<file path="src/rtl/issue_pkg.sv">
package issue_pkg;
  localparam int INSN_W  = 32;
  localparam int OP_W    = 6;
  localparam int REG_W   = 4;
  localparam int EXT_W   = 11;
  localparam int LN_W    = 2;

  localparam int VM_BIT  = 31;
  localparam int MEM_BIT = 30;
  localparam int OP_LSB  = 24;
  localparam int RD_LSB  = 20;
  localparam int RS_LSB  = 16;
  localparam int RT_LSB  = 12;
  localparam int WR_BIT  = 11;
  localparam int LN_LSB  = 8;

  // Fields the dependency scan needs from one slot.
  typedef struct packed {
    logic             vm;
    logic             mem;
    logic             wr;
    logic [REG_W-1:0] rd;
    logic [REG_W-1:0] rs;
    logic [REG_W-1:0] rt;
  } hz_t;
endpackage

</file>
<file path="src/rtl/issue_prefix.sv">
// Length of the conflict-free scalar run at the head of the current group.
module issue_prefix
  import issue_pkg::*;
#(
  parameter  int LANES = 4,
  localparam int CW    = $clog2(LANES + 1)
) (
  input  hz_t           slot [LANES],
  input  logic [CW-1:0] cnt,
  output logic [CW-1:0] take
);
  logic done;
  logic mem_seen;
  logic hz;

  always_comb begin
    take     = '0;
    done     = 1'b0;
    mem_seen = 1'b0;
    hz       = 1'b0;
    for (int j = 0; j < LANES; j++) begin
      if (!done) begin
        hz = 1'b0;
        for (int i = 0; i < j; i++) begin
          if (slot[i].wr &&
              ((slot[i].rd == slot[j].rs) ||
               (slot[i].rd == slot[j].rt) ||
               (slot[j].wr && (slot[i].rd == slot[j].rd))))
            hz = 1'b1;
        end
        if ((CW'(j) >= cnt) || slot[j].vm || hz || (slot[j].mem && mem_seen)) begin
          done = 1'b1;
        end else begin
          take     = CW'(j + 1);
          mem_seen = mem_seen | slot[j].mem;
        end
      end
    end
  end
endmodule

</file>
<file path="src/rtl/issue_vm_expand.sv">
// Lane mask for a vector/matrix instruction from its lane-count field.
module issue_vm_expand
  import issue_pkg::*;
#(
  parameter int LANES = 4
) (
  input  logic [LN_W-1:0]  lanes_m1,
  output logic [LANES-1:0] mask
);
  for (genvar i = 0; i < LANES; i++) begin : g_lane
    assign mask[i] = (i <= int'(lanes_m1));
  end
endmodule

</file>
<file path="src/rtl/issue_hold_buf.sv">
// Storage for slots that did not issue, already shifted down to slot 0.
module issue_hold_buf
  import issue_pkg::*;
#(
  parameter  int LANES = 4,
  localparam int CW    = $clog2(LANES + 1)
) (
  input  logic              clk,
  input  logic              rst,
  input  logic [INSN_W-1:0] nxt_word [LANES],
  input  logic [CW-1:0]     nxt_cnt,
  output logic [INSN_W-1:0] buf_word [LANES],
  output logic [CW-1:0]     buf_cnt
);
  always_ff @(posedge clk) begin
    if (rst) buf_cnt <= '0;
    else     buf_cnt <= nxt_cnt;
  end

  for (genvar i = 0; i < LANES; i++) begin : g_slot
    always_ff @(posedge clk) begin
      if (CW'(i) < nxt_cnt) buf_word[i] <= nxt_word[i];
    end
  end
endmodule

</file>
<file path="src/rtl/issue_checker4.sv">
module issue_checker4
  import issue_pkg::*;
#(
  parameter int LANES = 4
) (
  input  logic                    clk,
  input  logic                    rst,
  input  logic                    grp_valid,
  input  logic [LANES*INSN_W-1:0] grp_insn,
  output logic                    hold,
  output logic [LANES-1:0]        iss_valid,
  output logic                    iss_vm,
  output logic [LANES-1:0]        iss_mem,
  output logic [LANES-1:0]        iss_wr,
  output logic [LANES*OP_W-1:0]   iss_op,
  output logic [LANES*REG_W-1:0]  iss_rd,
  output logic [LANES*REG_W-1:0]  iss_rs,
  output logic [LANES*REG_W-1:0]  iss_rt,
  output logic [LANES*EXT_W-1:0]  iss_ext
);
  localparam int CW = $clog2(LANES + 1);

  logic [INSN_W-1:0] buf_word  [LANES];
  logic [CW-1:0]     buf_cnt;
  logic [INSN_W-1:0] cur_word  [LANES];
  logic [CW-1:0]     cur_cnt;
  hz_t               cur_hz    [LANES];
  logic [INSN_W-1:0] lane_word [LANES];
  logic [INSN_W-1:0] nxt_word  [LANES];
  logic [CW-1:0]     take;
  logic [CW-1:0]     consumed;
  logic [CW-1:0]     left;
  logic [LANES-1:0]  vm_mask;
  logic [LANES-1:0]  lane_go;
  logic              head_vm;

  assign hold = (buf_cnt != '0);

  // Held slots take precedence over a new group.
  for (genvar i = 0; i < LANES; i++) begin : g_cur
    assign cur_word[i] = hold ? buf_word[i] : grp_insn[i*INSN_W +: INSN_W];
    assign cur_hz[i]   = '{vm:  cur_word[i][VM_BIT],
                           mem: cur_word[i][MEM_BIT],
                           wr:  cur_word[i][WR_BIT],
                           rd:  cur_word[i][RD_LSB +: REG_W],
                           rs:  cur_word[i][RS_LSB +: REG_W],
                           rt:  cur_word[i][RT_LSB +: REG_W]};
  end

  assign cur_cnt = hold ? buf_cnt : (grp_valid ? CW'(LANES) : '0);

  issue_prefix #(.LANES(LANES)) u_prefix (
    .slot (cur_hz),
    .cnt  (cur_cnt),
    .take (take)
  );

  issue_vm_expand #(.LANES(LANES)) u_vmx (
    .lanes_m1 (cur_word[0][LN_LSB +: LN_W]),
    .mask     (vm_mask)
  );

  assign head_vm  = (cur_cnt != '0) && cur_word[0][VM_BIT];
  assign consumed = head_vm ? CW'(1) : take;
  assign left     = cur_cnt - consumed;

  always_comb begin
    for (int i = 0; i < LANES; i++) begin
      lane_go[i]   = head_vm ? vm_mask[i] : (CW'(i) < take);
      lane_word[i] = head_vm ? cur_word[0] : cur_word[i];
    end
  end

  // Shift the remainder so the oldest unissued slot lands in slot 0.
  always_comb begin
    for (int i = 0; i < LANES; i++) begin
      nxt_word[i] = '0;
      if (i + int'(consumed) < LANES) nxt_word[i] = cur_word[i + int'(consumed)];
    end
  end

  issue_hold_buf #(.LANES(LANES)) u_buf (
    .clk      (clk),
    .rst      (rst),
    .nxt_word (nxt_word),
    .nxt_cnt  (left),
    .buf_word (buf_word),
    .buf_cnt  (buf_cnt)
  );

  always_ff @(posedge clk) begin
    if (rst) begin
      iss_valid <= '0;
      iss_vm    <= 1'b0;
    end else begin
      iss_valid <= lane_go;
      iss_vm    <= head_vm;
    end
  end

  for (genvar i = 0; i < LANES; i++) begin : g_out
    always_ff @(posedge clk) begin
      iss_mem[i]                   <= lane_word[i][MEM_BIT];
      iss_wr[i]                    <= lane_word[i][WR_BIT];
      iss_op[i*OP_W +: OP_W]       <= lane_word[i][OP_LSB +: OP_W];
      iss_rd[i*REG_W +: REG_W]     <= lane_word[i][RD_LSB +: REG_W];
      iss_rs[i*REG_W +: REG_W]     <= lane_word[i][RS_LSB +: REG_W];
      iss_rt[i*REG_W +: REG_W]     <= lane_word[i][RT_LSB +: REG_W];
      iss_ext[i*EXT_W +: EXT_W]    <= lane_word[i][EXT_W-1:0];
    end
  end
endmodule

</file>
<file path="config.mk">
export PLATFORM = sky130hd
export DESIGN_NAME = issue_checker4
export DESIGN_NICKNAME = d
export VERILOG_FILES = /design/src/rtl/issue_pkg.sv /design/src/rtl/issue_prefix.sv /design/src/rtl/issue_vm_expand.sv /design/src/rtl/issue_hold_buf.sv /design/src/rtl/issue_checker4.sv
export SDC_FILE = /design/constraint.sdc
export NUM_CORES = 1
export LEC_CHECK = 0
export BUFFER_PORTS_ARGS = -buffer_cell sky130_fd_sc_hd__buf_2
export CAP_MARGIN = 15
export CORE_UTILIZATION = 47
export DETAILED_ROUTE_END_ITERATION = 16
export PLACE_DENSITY_LB_ADDON = 0.08
export SYNTH_ARGS = -nofsm -noshare
export SYNTH_HDL_FRONTEND = slang
export SYNTH_SLANG_ARGS = --single-unit
</file>
<file path="constraint.sdc">
create_clock -name clk -period 13.6 [get_ports clk]
set_input_delay 0.68 -clock clk [delete_from_list [all_inputs] [get_ports clk]]
set_output_delay 0.68 -clock clk [all_outputs]
set_load 0.005 [all_outputs]
</file>
# --- Word-level counts from Yosys, hierarchy flattened ---
# Cells that the tools add are included.
word_totals:
  reg_bits: 260
  out_inout_bits: 130
  elab_cells: 178
classes:
  addsub: 4
  magnitude_cmp: 23
  eq_ne: 18
  mux: 52
  bitwise: 6
  reduce_logical: 40
op_table:
  columns: ["cell", "n"]
  rows:
  - ["two-way mux 32 bit", 12]
  - ["binary-select mux 32 bit (select 2 bit)", 4]
  - ["greater-or-equal comparator 32 x 3 -> 1 bit (second input constant)", 4]
  - ["< comparator 32 x 4 -> 1 bit (second input constant)", 3]
  - ["inverter 4 -> 32 bit", 3]
  - ["two-way mux 31 bit", 3]
  - ["== test 4 bit", 18]
  - ["inverter 3 -> 32 bit", 1]
  - ["two-way mux 3 bit", 9]
  - ["two-way mux 1 bit", 24]
  - ["logical OR 1 bit", 22]
  - ["logical AND 1 bit", 16]
  - ["< comparator 1 x 3 -> 1 bit (first input constant)", 4]
  - ["< comparator 2 x 3 -> 1 bit (first input constant)", 4]
  - ["adder 2 x 3 -> 4 bit (first input constant)", 2]
  - ["greater-or-equal comparator 1 x 3 -> 1 bit (first input constant)", 2]
  - ["greater-or-equal comparator 2 x 3 -> 1 bit (first input constant)", 2]
  - ["nonzero test 3 bit", 2]
  - ["adder 1 x 3 -> 4 bit (first input constant)", 1]
  - ["<= comparator 2 bit (first input constant)", 2]
  - ["< comparator 3 bit (second input constant)", 1]
  - ["subtractor 3 bit", 1]
  - ["<= comparator 1 x 2 -> 1 bit (first input constant)", 1]
  - ["bitwise OR 1 bit", 2]

# --- Depth between registers and ports, before layout ---
logic_depth:
  ltp_word: 28
  depth_mapped: 19

# --- Modules after synthesis ---
# Synthesis repeated with hierarchy kept, for this count alone.
hier_totals:
  hier_cells: 1192
  area_unflattened_um2: 13586.8
by_module_without_submodules:
  columns: ["mod", "n_inst", "cells_each", "area_each_um2", "seq_area_each_um2"]
  rows:
  - ["issue_checker4", 1, 909, 8491.9, 2582.5]
  - ["issue_hold_buf", 1, 137, 3943.8, 3903.7]
  - ["issue_prefix", 1, 141, 1122.3, 0.0]
  - ["issue_vm_expand", 1, 5, 28.8, 0.0]

# --- Least setup slack after synthesis ---
# OpenSTA, ideal clock, no wires.
synth_path:
  path_kind: "input to register"
  from: "input grp_insn[22]"
  to: "register u_buf.buf_word[32] (netlist bit), enable pin"
  arrival_ps: 5972
  t_required_ps: 13134
  path_slack_ps: 7162
  path_stages: 15
  path_buffers: 4
  cell_sequence: "buf_2 xor2_1 nor4_1 o2bb2ai_1 a21oi_2 a211o_1 a2111o_1 a32oi_2 buf_6 buf_4 buf_4 inv_1 ha_1 fa_1 o21ai_0"
synth_via:
  elab_chain_cells: 22
synth_rtl:
  columns: ["item", "line_no", "rtl"]
  rows:
  - ["from (decl)", "issue_checker4.sv:9", "input logic [LANES*INSN_W-1:0] grp_insn,"]
  - ["two-way mux 32 bit *", "issue_checker4.sv:41", "assign cur_word[i] = hold ? buf_word[i] : grp_insn[i*INSN_W +: INSN_W];"]
  - ["== test 4 bit (on tied branches)", "issue_prefix.sv:26, issue_prefix.sv:27, issue_prefix.sv:28", null]
  - ["logical OR 1 bit or logical AND 1 bit (tied branches)", "issue_prefix.sv:26, issue_prefix.sv:28", null]
  - ["logical OR 1 bit", "issue_prefix.sv:27", "(slot[i].rd == slot[j].rt) ||"]
  - ["logical AND 1 bit", "issue_prefix.sv:25", "if (slot[i].wr &&"]
  - ["two-way mux 1 bit", "issue_prefix.sv:25", null]
  - ["two-way mux 1 bit", "issue_prefix.sv:22", "if (!done) begin"]
  - ["logical OR 1 bit (2 in a row)", "issue_prefix.sv:31", "if ((CW'(j) >= cnt) || slot[j].vm || hz || (slot[j].mem && mem_seen)) begin"]
  - ["(+5 left out)", null, null]
  - ["two-way mux 1 bit", "issue_prefix.sv:22", null]
  - ["logical AND 1 bit", "issue_prefix.sv:31", null]
  - ["logical OR 1 bit", "issue_prefix.sv:31", null]
  - ["two-way mux 3 bit", "issue_prefix.sv:31", null]
  - ["two-way mux 3 bit *", "issue_prefix.sv:22", null]
  - ["two-way mux 3 bit *", "issue_checker4.sv:64", "assign consumed = head_vm ? CW'(1) : take;"]
  - ["subtractor 3 bit *", "issue_checker4.sv:65", "assign left = cur_cnt - consumed;"]
  - ["< comparator 2 x 3 -> 1 bit *", "issue_hold_buf.sv:22", "if (CW'(i) < nxt_cnt) buf_word[i] <= nxt_word[i];"]
  - ["to (signal, indexed assignment)", "issue_hold_buf.sv:22", null]
  - ["to (decl)", "issue_hold_buf.sv:12", "output logic [INSN_W-1:0] buf_word [LANES],"]
# Mark *: on every way between the ends. The rest lies on a longest branch, timed or not. The select of a mux whose other input is x is not followed.
# A chain may end at the register's enable or synchronous reset.

# --- Final worst setup path ---
layout_path:
  from: "register u_buf.buf_cnt[1]"
  to: "register u_buf.buf_word[9] (netlist bit) (data pin)"
layout_via:
  elab_chain_cells: 26
layout_rtl:
  columns: ["item", "line_no", "rtl"]
  rows:
  - ["from (decl)", "issue_hold_buf.sv:13", "output logic [CW-1:0] buf_cnt"]
  - ["from (signal assigned)", "issue_hold_buf.sv:17", "else buf_cnt <= nxt_cnt;"]
  - ["parallel branches: the longest is 26 deep, another holds two-way mux 32 bit", null, null]
# Parallel ways; which one is timed is not known. The select of a mux whose other input is x is not followed.

==> flow_summary.toml <==
[drt]
vias_per_cell = 5.96
drtIter0Drc = 1087
drcViolationCount = 0
drt-total-wl_mm = 46.5
wl_per_cell_um = 22.4
ant_nets = 0
drt-pass1-iter-count = 5
vias = 12400

[sta]
fmax_ghz = 0.156
finalCriticalPeriod_ns = 6.41
skew_ns = 0.0125
tightest_slew_ns = 1.16
rsz0062_at_grt = "no"
finalHoldViolCount = 0
slew_viol_final = 0
hold_ws_ns = 0.368
slew-limit-headroom_pct = 23.0
setup_violations = 0
tns_ns = 0
fin_crit_sh_pct = 47.1

[logic_synthesis]
synthTopCellsByCount = "nand2_1, dfxtp_1, edfxtp_1"
synth_top_area_share_pct = 26.5
synthCells = 1506
ys_ff_latch = 260
mappedNetlistArea_um2 = 14500
yosysSeqAreaShare_pct = 44.7
syn-num-nets = 1640
synth_area_leader_cell = "edfxtp_1"
synth-edff-count = 128
synthArstFlopShare_pct = 0
yosys_warnings = 0
synth_ff_type = "dfxtp_1"
synth_cell_type_count = 64
synth_most_common_cell = "nand2_1"
ys_top_cells_by_area = "edfxtp_1, dfxtp_1, mux2i_1"
synth_area_per_cell_um2 = 9.64

[setup_path]
crit_buf_inv = 4
crit_path_max_fanout = 62
cpPeakStageDelay_ns = 1.02
cp_common_cell = "buf_4"
critPathLaunchType = "flop"
cpMaxStageDelayCell = "ha_2"
r2r_end = "u_buf.buf_word[9]"
timing.rr.start = "u_buf.buf_cnt[1]"
crit_chain = "nor3_4, buf_4, mux2i_1, nor2_1, or3b_1, o21bai_4, buf_4, nor3_4, nand3_1, nand2_1, inv_1, buf_4, ha_2, nand2_1, o22ai_1"
cp_top_family = "simple AND/OR/NAND/NOR gates"
cp-end-kind = "flop"
ff2ff_path_depth = 15
required_ns = 13.99
path_class = "flop to flop"
reg2reg_setup_slack_ns = 7.19
worstPathArrival_ns = 6.80

[global_route]
globalRouteMet3Util_pct = 3.04
grt_max_degree = 238
grt.met2_usage_pct = 46.6
grt_overflow = 0
antenna_found_initial = 0
met1_usage_pct = 40.9
grt_pass1_wl_mm = 69.8
top_usage_layer = "met2"
grtUsageTotal_pct = 28.9
grt_pass1_vias = 11600

[die]
initial_utilization_pct = 48.4
core_area_um2 = 30000
dieWidth_um = 178
io_pins = 261
dieArea_um2 = 31600
chipHeight_um = 178
rows = 63

[clocking]
cts.repair.resized = 0
ctsHoldBuffers = 0
cts_tree = "done"
numClockSinks = 260
clkTransAtPathRegs_ns = 0.06
post_cts_buffers = 0
cts_buffers = 30
h-tree-depth = 1
root_buffer = "clkbuf_16"
clk_latency_ns = 0.58
max-clock-path-buffers = 3

[finish]
multi_input_area_um2 = 7320
nNetsFinal = 1799
n_antenna_cell = 0
area_delta_synth_final_pct = 16.0
seq_area_um2 = 6490
fill_cells = 2737
final_cell_area_um2 = 16800
stdcell_count = 2079
drive_above_1_share_pct = 22.4

[hold_path]
hp-class = "input pin to flop"
hold_depth = 3
hp-start = "grp_insn[24]"
holdPathEnd = "iss_op[0]"

[place]
dpl_cell_area_um2 = 15800
dpl.hpwl_mm = 31.5
numPortBuffers = 260
dp.cells = 2021
globalplace.congestion = 0.884

[job]
max-cap-violations = 0

[status]
status = "complete, no violations"
cell families after synthesis:
group	synth area share, %
AOI/OAI and AO/OA	16.0
xor gates and xnor gates	8.87
adders and majority gates	0.379
DFF	44.7
muxes	10.8
buffers and inverters	5.26
and+or+nand+nor	13.9
state kept, by name, indices dropped and copies added (netlist names), 3 cells and up:
| register | cells |
|---|---|
| iss_rt | 16 |
| iss_wr | 4 |
| iss_ext | 44 |
| u_buf.buf_cnt | 3 |
| iss_rd | 16 |
| iss_rs | 16 |
| iss_mem | 4 |
| iss_op | 24 |
| u_buf.buf_word | 128 |
| iss_valid | 4 |
through the flow:
stage | utilization [%] | setup slack (ns)
2_1_floorplan | - | 7.16
3_3_place_gp | 52.6 | 7.05
3_5_place_dp | 52.7 | 6.84
4_1_cts | 55.9 | 6.83
5_1_grt | 56.1 | 6.74
6_report | 56.1 | 7.19
worst reg2reg max path: cells and delay by family (launching register included):
family                     cells  cell delay [ns]
buffers and inverters          4             1.26
AOI/OAI and AO/OA              2             0.63
muxes                          1             0.41
adders and majority gates      1             1.03
and+or+nand+nor                7             2.53
DFF                            1             0.38
cell type report:
type	count	share of cell area [%]
clock inverter	9	0.527
multi-input combinational	1075	43.5
clock buffer	47	5.21
timing repair buffer	276	8.87
inverter	22	0.505
sequential	260	38.5
tap	390	2.90
layer usage:
metal / part of all wire (%) / vias up
met1: 44 / 5992
met2: 47 / 574
met5: 0 / -
met4: 2.7 / 0
li1: - / 5764
met3: 6.9 / 70
cells in the final DEF (no fill, tap or decap), types with 11 or more instances in the layout:
cell         n
a211oi_1    40
a21boi_0    18
a21oi_1     55
a22o_1      29
a31oi_1     37
and2_1      33
and3_1      11
buf_2      260
buf_4       11
clkbuf_1    11
clkbuf_16   31
dfxtp_1    132
edfxtp_1   128
inv_1       20
mux2_2      26
mux2i_1     91
mux4_2      16
nand2_1    208
nand4_1     39
nor2_1      70
nor4_1      17
o21ai_0     91
o221ai_1    26
o22ai_1     30
xnor2_1     58
xor2_1      88
worst max path at each step:
stage                          start                  to  slack (ns)  cells past startpoint
finish              u_buf.buf_cnt[1]   u_buf.buf_word[9]        7.19                     15
CTS                 u_buf.buf_cnt[0]  u_buf.buf_word[91]        6.83                     16
floorplan               grp_insn[22]  u_buf.buf_word[32]        7.16                     15
global placement    u_buf.buf_cnt[0]  u_buf.buf_word[64]        7.05                     16
detailed placement  u_buf.buf_cnt[0]  u_buf.buf_word[91]        6.84                     16
global route        u_buf.buf_cnt[0]  u_buf.buf_word[17]        6.74                     15
Power is left out: the tool's default activity adds up to more than one toggle a clock period on the data nets, which glitch-free logic cannot reach.
